## config.mk

```make
export PLATFORM = sky130hd
export DESIGN_NAME = wdt_keyed
export DESIGN_NICKNAME = d
export VERILOG_FILES = /design/src/rtl/wdt_pkg.sv /design/src/rtl/wdt_post_slot.sv /design/src/rtl/wdt_key_fsm.sv /design/src/rtl/wdt_prescaler.sv /design/src/rtl/wdt_keyed.sv
export SDC_FILE = /design/constraint.sdc
export NUM_CORES = 1
export LEC_CHECK = 0
export BUFFER_PORTS_ARGS = -buffer_cell sky130_fd_sc_hd__buf_2
export CAP_MARGIN = 10
export CORE_UTILIZATION = 56
export CTS_BUF_LIST = sky130_fd_sc_hd__clkbuf_2 sky130_fd_sc_hd__clkbuf_4 sky130_fd_sc_hd__clkbuf_8
export DETAILED_ROUTE_END_ITERATION = 16
export PLACE_DENSITY_LB_ADDON = 0.15
export SLEW_MARGIN = 20
export SYNTH_ARGS = -nofsm -noshare
export SYNTH_HDL_FRONTEND = slang
export SYNTH_SLANG_ARGS = --single-unit
```

## constraint.sdc

```tcl
create_clock -name clk -period 3.28 [get_ports clk]
set_input_delay 0.656 -clock clk [delete_from_list [all_inputs] [get_ports clk]]
set_output_delay 0.656 -clock clk [all_outputs]
set_load 0.02 [all_outputs]
```

## src/rtl/wdt_pkg.sv

```systemverilog
package wdt_pkg;
    localparam int A_REV   = 0;
    localparam int A_CTRL  = 1;
    localparam int A_COUNT = 2;
    localparam int A_LOAD  = 3;
    localparam int A_TRIG  = 4;
    localparam int A_KEY   = 5;
    localparam int A_PEND  = 6;

    localparam logic [31:0] KEY_RUN_A  = 32'h0000_BBBB;
    localparam logic [31:0] KEY_RUN_B  = 32'h0000_4444;
    localparam logic [31:0] KEY_HALT_A = 32'h0000_AAAA;
    localparam logic [31:0] KEY_HALT_B = 32'h0000_5555;

    typedef enum logic [1:0] {
        KS_IDLE,
        KS_ARM_RUN,
        KS_ARM_HALT
    } key_state_e;
endpackage

```

## src/rtl/wdt_post_slot.sv

```systemverilog
module wdt_post_slot #(
    parameter int W = 32,
    parameter logic [W-1:0] RST_VAL = '0
) (
    input  logic         clk,
    input  logic         rst_n,
    input  logic         wr_i,
    input  logic [W-1:0] wdata_i,
    input  logic         tick_i,
    output logic         pend_o,
    output logic [W-1:0] val_o,
    output logic         apply_o
);
    typedef struct packed {
        logic         pend;
        logic [W-1:0] val;
    } slot_t;

    slot_t st_d, st_q;

    always_comb begin
        st_d = st_q;
        if (tick_i && st_q.pend) st_d.pend = 1'b0;
        if (wr_i) begin
            st_d.pend = 1'b1;
            st_d.val  = wdata_i;
        end
    end

    always_ff @(posedge clk or negedge rst_n) begin
        if (!rst_n) st_q <= '{pend: 1'b0, val: RST_VAL};
        else        st_q <= st_d;
    end

    assign pend_o  = st_q.pend;
    assign val_o   = st_q.val;
    assign apply_o = tick_i & st_q.pend;
endmodule

```

## src/rtl/wdt_key_fsm.sv

```systemverilog
module wdt_key_fsm
    import wdt_pkg::*;
(
    input  logic        clk,
    input  logic        rst_n,
    input  logic        apply_i,
    input  logic [31:0] key_i,
    output logic        run_o
);
    typedef struct packed {
        key_state_e ks;
        logic       run;
    } key_t;

    key_t st_d, st_q;

    always_comb begin
        st_d = st_q;
        if (apply_i) begin
            st_d.ks = KS_IDLE;
            if (key_i == KEY_RUN_A)
                st_d.ks = KS_ARM_RUN;
            else if (key_i == KEY_HALT_A)
                st_d.ks = KS_ARM_HALT;
            else if (st_q.ks == KS_ARM_RUN && key_i == KEY_RUN_B)
                st_d.run = 1'b1;
            else if (st_q.ks == KS_ARM_HALT && key_i == KEY_HALT_B)
                st_d.run = 1'b0;
        end
    end

    always_ff @(posedge clk or negedge rst_n) begin
        if (!rst_n) st_q <= '{ks: KS_IDLE, run: 1'b0};
        else        st_q <= st_d;
    end

    assign run_o = st_q.run;
endmodule

```

## src/rtl/wdt_prescaler.sv

```systemverilog
module wdt_prescaler #(
    parameter int RATIO_W = 3
) (
    input  logic               clk,
    input  logic               rst_n,
    input  logic               tick_i,
    input  logic               run_i,
    input  logic               en_i,
    input  logic [RATIO_W-1:0] ratio_i,
    output logic               step_o
);
    localparam int DIV_W = (1 << RATIO_W) - 1;

    typedef struct packed {
        logic [DIV_W-1:0] div;
    } div_t;

    div_t             st_d, st_q;
    logic [DIV_W:0]   span;
    logic [DIV_W-1:0] last;

    always_comb begin
        span   = (DIV_W + 1)'(1) << ratio_i;
        last   = DIV_W'(span - (DIV_W + 1)'(1));
        st_d   = st_q;
        step_o = 1'b0;
        if (!run_i) begin
            st_d.div = '0;
        end else if (tick_i) begin
            if (!en_i) begin
                step_o = 1'b1;
            end else if (st_q.div == last) begin
                st_d.div = '0;
                step_o   = 1'b1;
            end else begin
                st_d.div = st_q.div + 1'b1;
            end
        end
    end

    always_ff @(posedge clk or negedge rst_n) begin
        if (!rst_n) st_q <= '0;
        else        st_q <= st_d;
    end
endmodule

```

## src/rtl/wdt_keyed.sv

```systemverilog
module wdt_keyed
    import wdt_pkg::*;
#(
    parameter int          ADDR_W    = 3,
    parameter int          RATIO_W   = 3,
    parameter logic [31:0] TIMEOUT   = 32'd1000,
    parameter int          RST_TICKS = 4,
    parameter logic [7:0]  REV_CODE  = 8'h5A
) (
    input  logic              clk,
    input  logic              rst_n,
    input  logic              tick_i,
    input  logic              bus_wr_i,
    input  logic              bus_rd_i,
    input  logic [ADDR_W-1:0] bus_addr_i,
    input  logic [31:0]       bus_wdata_i,
    output logic [31:0]       bus_rdata_o,
    output logic              wdt_reset_o
);
    localparam logic [31:0] DEF_LOAD = 32'hFFFF_FFFF - TIMEOUT;
    localparam int          RC_W     = $clog2(RST_TICKS + 1);
    localparam int          CTL_W    = RATIO_W + 1;

    typedef struct packed {
        logic               en;
        logic [RATIO_W-1:0] ratio;
        logic [31:0]        load;
        logic [31:0]        count;
        logic [31:0]        trig_last;
        logic [RC_W-1:0]    rcnt;
    } core_t;

    core_t st_d, st_q;

    logic             wr_ctrl, wr_load, wr_trig, wr_key;
    logic             pd_ctrl, pd_load, pd_trig, pd_key;
    logic             ap_ctrl, ap_load, ap_trig, key_apply;
    logic [CTL_W-1:0] ctrl_val;
    logic [31:0]      load_val, trig_val, key_val;
    logic             run, step;
    logic [31:0]      load_eff, cnt_now;
    logic [4:0]       pend;

    assign wr_ctrl = bus_wr_i && (bus_addr_i == ADDR_W'(A_CTRL));
    assign wr_load = bus_wr_i && (bus_addr_i == ADDR_W'(A_LOAD));
    assign wr_trig = bus_wr_i && (bus_addr_i == ADDR_W'(A_TRIG));
    assign wr_key  = bus_wr_i && (bus_addr_i == ADDR_W'(A_KEY));

    wdt_post_slot #(.W(CTL_W), .RST_VAL('0)) u_slot_ctrl (
        .clk(clk), .rst_n(rst_n), .wr_i(wr_ctrl),
        .wdata_i(bus_wdata_i[RATIO_W+2:2]), .tick_i(tick_i),
        .pend_o(pd_ctrl), .val_o(ctrl_val), .apply_o(ap_ctrl));

    wdt_post_slot #(.W(32), .RST_VAL(DEF_LOAD)) u_slot_load (
        .clk(clk), .rst_n(rst_n), .wr_i(wr_load),
        .wdata_i(bus_wdata_i), .tick_i(tick_i),
        .pend_o(pd_load), .val_o(load_val), .apply_o(ap_load));

    wdt_post_slot #(.W(32), .RST_VAL('0)) u_slot_trig (
        .clk(clk), .rst_n(rst_n), .wr_i(wr_trig),
        .wdata_i(bus_wdata_i), .tick_i(tick_i),
        .pend_o(pd_trig), .val_o(trig_val), .apply_o(ap_trig));

    wdt_post_slot #(.W(32), .RST_VAL('0)) u_slot_key (
        .clk(clk), .rst_n(rst_n), .wr_i(wr_key),
        .wdata_i(bus_wdata_i), .tick_i(tick_i),
        .pend_o(pd_key), .val_o(key_val), .apply_o(key_apply));

    wdt_key_fsm u_key (
        .clk(clk), .rst_n(rst_n), .apply_i(key_apply),
        .key_i(key_val), .run_o(run));

    wdt_prescaler #(.RATIO_W(RATIO_W)) u_pre (
        .clk(clk), .rst_n(rst_n), .tick_i(tick_i), .run_i(run),
        .en_i(st_q.en), .ratio_i(st_q.ratio), .step_o(step));

    // Bit positions of the status word are part of the programming model.
    assign pend = {pd_key, pd_trig, pd_load, 1'b0, pd_ctrl};

    always_comb begin
        st_d     = st_q;
        load_eff = ap_load ? load_val : st_q.load;
        if (ap_ctrl) begin
            st_d.en    = ctrl_val[RATIO_W];
            st_d.ratio = ctrl_val[RATIO_W-1:0];
        end
        if (ap_load) st_d.load = load_val;
        if (tick_i && st_q.rcnt != '0) st_d.rcnt = st_q.rcnt - 1'b1;
        if (ap_trig) st_d.trig_last = trig_val;
        if (ap_trig && trig_val != st_q.trig_last) begin
            st_d.count = load_eff;
        end else if (step) begin
            if (st_q.count == 32'hFFFF_FFFF) begin
                st_d.count = load_eff;
                st_d.rcnt  = RC_W'(RST_TICKS);
            end else begin
                st_d.count = st_q.count + 32'd1;
            end
        end
    end

    always_ff @(posedge clk or negedge rst_n) begin
        if (!rst_n) begin
            st_q <= '{en: 1'b0, ratio: '0, load: DEF_LOAD, count: DEF_LOAD,
                      trig_last: '0, rcnt: '0};
        end else begin
            st_q <= st_d;
        end
    end

    assign cnt_now     = st_q.count;
    assign wdt_reset_o = (st_q.rcnt != '0);

    always_comb begin
        bus_rdata_o = '0;
        if (bus_rd_i) begin
            case (int'(bus_addr_i))
                A_REV:   bus_rdata_o = {24'd0, REV_CODE};
                A_CTRL:  bus_rdata_o = 32'({st_q.en, st_q.ratio, 2'b00});
                A_COUNT: bus_rdata_o = st_q.count;
                A_LOAD:  bus_rdata_o = st_q.load;
                A_TRIG:  bus_rdata_o = st_q.trig_last;
                A_PEND:  bus_rdata_o = {27'd0, pend};
                default: bus_rdata_o = '0;
            endcase
        end
    end
endmodule

```

==> Yosys cells after proc, flatten, opt, wreduce, memory -nomap -nowiden <==
Cells that the tools add are included.
{ "classes": {"n_bitwise": 6, "n_reduce_logical": 22, "shift": 1, "n_mux": 30, "n_eq_ne": 17, "n_addsub": 4} }
{ "ops": {"columns": ["op", "count"], "rows": [
  ["$pmux 32 s6", 1],
  ["$mux 32", 5],
  ["$mux 33", 3],
  ["$eq 32x15->1 const B", 2],
  ["$eq 32x16->1 const B", 2],
  ["$add 32x1->32 const B", 1],
  ["$eq 32x32->1 const B", 1],
  ["$ne 32x32->1", 1],
  ["$mux 7", 4],
  ["$logic_and 1x1->1", 12],
  ["$mux 3", 4],
  ["$reduce_bool 2->1", 6],
  ["$mux 1", 10],
  ["$eq 3x3->1 const B", 3],
  ["$add 7x1->7 const B", 1],
  ["$eq 7x7->1", 1],
  ["$shl 1x3->7 const A", 1],
  ["$sub 7x1->7 const B", 1],
  ["$eq 3x2->1 const B", 2],
  ["$mux 5", 1],
  ["$and 1x1->1", 4],
  ["$mux 2", 2],
  ["$ne 2x2->1 const B", 2],
  ["$reduce_and 4->1", 1],
  ["other kinds (8)", 9]
]} }
{ "word_totals": {"in_bits": 40, "elab_cells": 97, "reg_bits": 217} }

==> Longest topological paths before layout <==
{ "depth": {"ltp_word": 9, "mapped_depth": 10, "depth_no_buf": 8} }

==> By module <==
A second synthesis with hierarchy kept.
{ "unflattened": {"cells_unflattened": 958, "hier_area_um2": 11359.6} }
{ "modules_own_cells": {"columns": ["module", "area_per_inst_um2", "cells_per_inst", "seq_area_each_um2", "n_inst"], "rows": [
  ["wdt_keyed", 6159.7, 638, 2642.5, 1],
  ["wdt_post_slot at u_slot_key ...", 1383.8, 72, 825.8, 2],
  ["wdt_post_slot at u_slot_load", 1416.4, 72, 858.3, 1],
  ["wdt_prescaler", 574.3, 62, 175.2, 1],
  ["wdt_key_fsm", 252.7, 30, 75.1, 1],
  ["wdt_post_slot at u_slot_ctrl", 188.9, 12, 125.1, 1]
]} }

==> Least setup slack after synthesis <==
No wires, ideal clock.
{ "synth_path": {"kind": "input to output", "from": "input port bus_addr_i[1]", "to": "output port bus_rdata_o[10]", "n_path_buf": 3, "arrival_ns": 2.037, "required_ns": 2.624, "slack_ns": 0.587, "stages": 7, "path_cell_list": "clkbuf_1 > nor2b_1 > nor2b_1 > clkbuf_1 > clkbuf_1 > a21oi_1 > nor2_1"} }
{ "synth_between": {"elab_chain_len": 3, "elab_cells_between_ends": 8, "classes_between": "eq/ne (5); mux (2); reduce/logical (1)"} }
{ "synth_lines": {"columns": ["element", "line_no", "rtl"], "rows": [
  ["start: declaration", "wdt_keyed.sv:15", "input logic [ADDR_W-1:0] bus_addr_i,"],
  ["$eq 3x3->1, or another cell as far along", "wdt_keyed.sv:117", "case (int'(bus_addr_i))"],
  ["$pmux 32 s6 *", "wdt_keyed.sv:117", null],
  ["$mux 32 *", "wdt_keyed.sv:116", "if (bus_rd_i) begin"],
  ["end: declaration", "wdt_keyed.sv:17", "output logic [31:0] bus_rdata_o,"]
]} }
Every way passes the cells marked *; elsewhere a longest branch is shown, timed or not.

==> Worst setup path after layout <==
{ "layout_path": {"from": "input port bus_addr_i[2]", "to": "output port bus_rdata_o[19]"} }
The elaborated chain is that of the path after synthesis.

==> impl_results.html <==
<table>
<tr><th>Metric</th><th>Value</th></tr>
<tr><th colspan="2">Routing</th></tr>
<tr><td>Count of routing violations after the opening detailed-route iteration</td><td>538</td></tr>
<tr><td>Highest routed metal layer</td><td>met4</td></tr>
<tr><td>Total wire length</td><td>27.2 mm</td></tr>
<tr><td>Routed wirelength normalized by instance count</td><td>21.1 um</td></tr>
<tr><td>Total met3 wirelength after detailed routing</td><td>1.42 mm</td></tr>
<tr><td>Post-route DRC</td><td>0</td></tr>
<tr><td>Ratio of routed vias to standard cells</td><td>6.02</td></tr>
<tr><td>Number of search-and-repair iterations in the first detailed-routing pass</td><td>7</td></tr>
<tr><td>Routed wire length on met2</td><td>12.3 mm</td></tr>
<tr><td>Post-detailed-route count of antenna-violating nets</td><td>0</td></tr>
<tr><td>WL met1</td><td>12.8 mm</td></tr>
<tr><td>Total number of vias</td><td>7749</td></tr>
<tr><th colspan="2">Timing</th></tr>
<tr><td>Setup repair after global routing missed its margin</td><td>false</td></tr>
<tr><td>Post-Route Skew</td><td>0.0185 ns</td></tr>
<tr><td>Total count of max-transition violations in the final report</td><td>0</td></tr>
<tr><td>Relative max-transition margin</td><td>51.3%</td></tr>
<tr><td>Transition time at the pin with the least slew margin</td><td>0.724 ns</td></tr>
<tr><td>Final-layout setup total negative slack</td><td>0 ns</td></tr>
<tr><td>Part of the cycle the worst path needs</td><td>82.8%</td></tr>
<tr><td>Highest attainable clock frequency</td><td>368 MHz</td></tr>
<tr><td>Final-report setup violation count</td><td>0</td></tr>
<tr><td>Worst hold slack across all endpoints</td><td>0.157 ns</td></tr>
<tr><td>Final hold violation count</td><td>0</td></tr>
<tr><td>Post-layout minimum cycle time</td><td>2.71 ns</td></tr>
<tr><th colspan="2">Worst setup path</th></tr>
<tr><td>Worst Path Class, Setup</td><td>in -&gt; out</td></tr>
<tr><td>Nature of the critical path endpoint</td><td>output pin</td></tr>
<tr><td>Path depth of the worst reg2reg path</td><td>8</td></tr>
<tr><td>Element type at the critical path start</td><td>input port</td></tr>
<tr><td>Required time at the endpoint of the critical path</td><td>2.62 ns</td></tr>
<tr><td>Arrival time of data at the critical path endpoint</td><td>2.06 ns</td></tr>
<tr><td>Largest driver fanout on the critical path</td><td>25</td></tr>
<tr><td>Launch point of the worst reg-to-reg path</td><td>cnt_now[0]$_DFFE_PN1P_</td></tr>
<tr><td>Critical register-to-register path endpoint</td><td>cnt_now[19]$_DFFE_PN1P_</td></tr>
<tr><td>Reg2Reg Setup Slack</td><td>0.69 ns</td></tr>
<tr><th colspan="2">Final layout</th></tr>
<tr><td>Fraction of final layout cells with drive strength greater than 1</td><td>40.3%</td></tr>
<tr><td>Filler instances</td><td>1542</td></tr>
<tr><td>Most common cell after layout, fill and taps aside</td><td>sky130_fd_sc_hd__mux2_2</td></tr>
<tr><td>Most used cells in the layout excluding fill and tap cells</td><td>169 x sky130_fd_sc_hd__mux2_2, 139 x sky130_fd_sc_hd__dfrtp_1, 91 x sky130_fd_sc_hd__nor2_1</td></tr>
<tr><td>Fin util</td><td>65.3%</td></tr>
<tr><td>Area growth, synth to finish</td><td>13.7%</td></tr>
<tr><td>Final net count</td><td>1069</td></tr>
<tr><td>Number of antenna cells inserted</td><td>0</td></tr>
<tr><th colspan="2">Synthesis</th></tr>
<tr><td>Seq/Total Area, Yosys</td><td>51.3%</td></tr>
<tr><td>Cell area after synthesis</td><td>10800 sq um</td></tr>
<tr><td>Number of instances in the synthesized netlist</td><td>947</td></tr>
<tr><td>Number of distinct library cells after synthesis</td><td>63</td></tr>
<tr><td>Total of flip-flops plus latches after synthesis</td><td>217</td></tr>
<tr><td>Number of enable-type register cells in the synthesized netlist</td><td>0</td></tr>
<tr><td>Synthesis warning total</td><td>0</td></tr>
<tr><td>Mean area per synthesized cell</td><td>11.4 sq um</td></tr>
<tr><td>Share of flip-flops with an asynchronous set or reset after synthesis</td><td>100%</td></tr>
<tr><td>Syn nets</td><td>991</td></tr>
<tr><td>Main flop type after synthesis</td><td>sky130_fd_sc_hd__dfrtp_1</td></tr>
<tr><th colspan="2">Placement</th></tr>
<tr><td>Final weighted congestion in routability-driven placement</td><td>0.853</td></tr>
<tr><td>Placed wire-length estimate</td><td>19.4 mm</td></tr>
<tr><td>Count of port buffers added during placement</td><td>72</td></tr>
<tr><th colspan="2">GRT</th></tr>
<tr><td>Via count of the first global-routing pass</td><td>7717</td></tr>
<tr><td>Total congestion overflow after global routing</td><td>0</td></tr>
<tr><td>First-pass GRT wire length</td><td>43.4 mm</td></tr>
<tr><td>Maximum number of pins on one net before global-route repair</td><td>89</td></tr>
<tr><td>Combined global-route utilization of all metal layers</td><td>28.8%</td></tr>
<tr><td>Antenna violations before repair</td><td>0</td></tr>
<tr><th colspan="2">Floorplan</th></tr>
<tr><td>Core Footprint</td><td>18800 sq um</td></tr>
<tr><td>Area enclosed by the die boundary</td><td>19800 sq um</td></tr>
<tr><td>Die width</td><td>141 um</td></tr>
<tr><td>Ports</td><td>73</td></tr>
<tr><td>Initial cell density of the core</td><td>57.4%</td></tr>
<tr><td>Number of core rows</td><td>50</td></tr>
<tr><td>Overall die height</td><td>141 um</td></tr>
<tr><th colspan="2">Pwr</th></tr>
<tr><td>Total power consumption of the routed design</td><td>9.36 mW</td></tr>
<tr><td>Power Density</td><td>764 nW/um^2</td></tr>
<tr><td>Leakage power of the design</td><td>5.35 nW</td></tr>
<tr><td>Worst vdd ir</td><td>0.000441 V</td></tr>
<tr><th colspan="2">Clocking</th></tr>
<tr><td>CTS tree</td><td>yes</td></tr>
<tr><td>CTS hold repair buffers</td><td>0</td></tr>
<tr><td>Total setup buffers inserted after CTS</td><td>0</td></tr>
<tr><td>H-tree Lvls</td><td>2</td></tr>
<tr><td>Cts repair resizes</td><td>0</td></tr>
<tr><td>Clock Pin Slew Worst Setup and Hold Paths</td><td>0.06 ns</td></tr>
<tr><td>Source-to-sink clock delay at the later pin of the worst-skew pair</td><td>0.53 ns</td></tr>
<tr><td>Buffer cell driving the clock tree root</td><td>sky130_fd_sc_hd__clkbuf_8</td></tr>
<tr><td>Num CTS Buffers</td><td>38</td></tr>
<tr><td>Max Buffers Root-to-Sink</td><td>3</td></tr>
<tr><td>Number of clock sinks</td><td>217</td></tr>
<tr><th colspan="2">Job</th></tr>
<tr><td>Max-cap viol count</td><td>0</td></tr>
<tr><th colspan="2">Hold path</th></tr>
<tr><td>Class of the most critical hold timing path</td><td>in -&gt; async</td></tr>
<tr><th colspan="2">Run status</th></tr>
<tr><td>Status</td><td>finished clean</td></tr>
</table>
-- power by group --
group | leakage [nW] | internal, mW | switching [mW]
logic | 2.38 | 1.09 | 1.05
registers | 2.52 | 3.73 | 0.813
clock network | 0.447 | 1.58 | 1.10
total | 5.35 | 6.40 | 2.96
-- registers in the layout, summed over array words and instances (netlist names) --
| name | cells |
|---|---|
| u_slot_key.val_o | 32 |
| u_key.st_q | 2 |
| u_slot_load.val_o | 32 |
| u_slot_load.pend_o | 1 |
| u_slot_key.pend_o | 1 |
| u_pre.st_q | 7 |
| st_q | 71 |
| cnt_now | 32 |
| u_slot_trig.val_o | 32 |
| u_slot_ctrl.pend_o | 1 |
| u_key.run_o | 1 |
| u_slot_ctrl.val_o | 4 |
| u_slot_trig.pend_o | 1 |
-- synth_stat cells (5+ instances only) --
cell type | number | area [sq um]
sky130_fd_sc_hd__a2bb2oi_1 | 15 | 131
sky130_fd_sc_hd__o22ai_1 | 10 | 62.6
sky130_fd_sc_hd__buf_2 | 9 | 45.0
sky130_fd_sc_hd__nor4_1 | 16 | 100
sky130_fd_sc_hd__xor2_1 | 35 | 307
sky130_fd_sc_hd__dfstp_2 | 78 | 2050
sky130_fd_sc_hd__nor3_1 | 11 | 55.1
sky130_fd_sc_hd__nand4_1 | 16 | 100
sky130_fd_sc_hd__mux2i_1 | 36 | 360
sky130_fd_sc_hd__mux2_2 | 169 | 1900
sky130_fd_sc_hd__nand2_1 | 43 | 161
sky130_fd_sc_hd__dfrtp_1 | 139 | 3480
sky130_fd_sc_hd__buf_1 | 7 | 26.3
sky130_fd_sc_hd__and4_1 | 8 | 70.1
sky130_fd_sc_hd__a21oi_1 | 55 | 275
sky130_fd_sc_hd__clkbuf_1 | 33 | 124
sky130_fd_sc_hd__nor2_1 | 92 | 345
sky130_fd_sc_hd__nand3_1 | 24 | 120
sky130_fd_sc_hd__o21ai_0 | 25 | 125
sky130_fd_sc_hd__and2_1 | 5 | 31.3
sky130_fd_sc_hd__a31oi_1 | 10 | 62.6
sky130_fd_sc_hd__inv_1 | 17 | 63.8
sky130_fd_sc_hd__and3_1 | 10 | 62.6
-- cell families (layout without fill, tap and decap cells) --
| group | Yosys count | after routing | share of synthesized area [%] |
|---|---|---|---|
| AND/OR/NAND/NOR | 254 | 254 | 11.9 |
| flip-flops | 217 | 217 | 51.3 |
| multiplexers | 205 | 205 | 21.0 |
| AO/OA/AOI/OAI | 158 | 158 | 9.42 |
| buffers and inverters | 71 | 177 | 2.86 |
| XOR/XNOR | 38 | 38 | 3.09 |
| adder cells (fa/ha/maj) | 4 | 4 | 0.464 |
-- final cells by class --
class / count / area, sq um / area share (%)
clock buffers: 64 / 781 / 6.37
clock inverters: 4 / 55.1 / 0.449
inverters: 17 / 63.8 / 0.521
multi-input cells: 659 / 4950 / 40.4
flip-flops and latches: 217 / 5530 / 45.1
well taps: 234 / 293 / 2.39
repair buffers: 92 / 583 / 4.76
-- how the worst max path moves through the flow --
stage	start	endpoint	slack (ns)	cells past startpoint
final	bus_addr_i[2]	bus_rdata_o[19]	0.57	7
after CTS	bus_addr_i[2]	bus_rdata_o[18]	0.56	7
after global placement	bus_addr_i[2]	bus_rdata_o[18]	0.59	7
after floorplan	bus_addr_i[1]	bus_rdata_o[10]	0.59	7
after global routing	bus_addr_i[2]	bus_rdata_o[18]	0.43	7
after detailed placement	bus_addr_i[2]	bus_rdata_o[19]	0.57	7
-- critical path, stage by stage --
cell and delay, ns:
sky130_fd_sc_hd__buf_2 0.19, sky130_fd_sc_hd__nor2b_1 0.28, sky130_fd_sc_hd__nor2b_2 0.19, sky130_fd_sc_hd__buf_4 0.29
sky130_fd_sc_hd__a21oi_1 0.15, sky130_fd_sc_hd__nor2_1 0.11, sky130_fd_sc_hd__buf_2 0.17
-- per-stage QoR --
stage                     instances  worst slack (ns)  area, sq um
after global routing           1287             0.433        12200
after CTS                      1287             0.562        12200
after floorplan                 947             0.587        10800
after global placement         1219             0.591        11400
final                          1287             0.566        12200
after detailed placement       1219             0.569        11400
-- metal layers --
metal | global-route usage (%) | up-vias
met3 | 4.62 | 33
met4 | 9.78 | 0
li1 | - | 3602
met5 | 0 | -
met2 | 44.0 | 205
met1 | 41.9 | 3909
No activity file was read; power rests on OpenSTA's default activity.
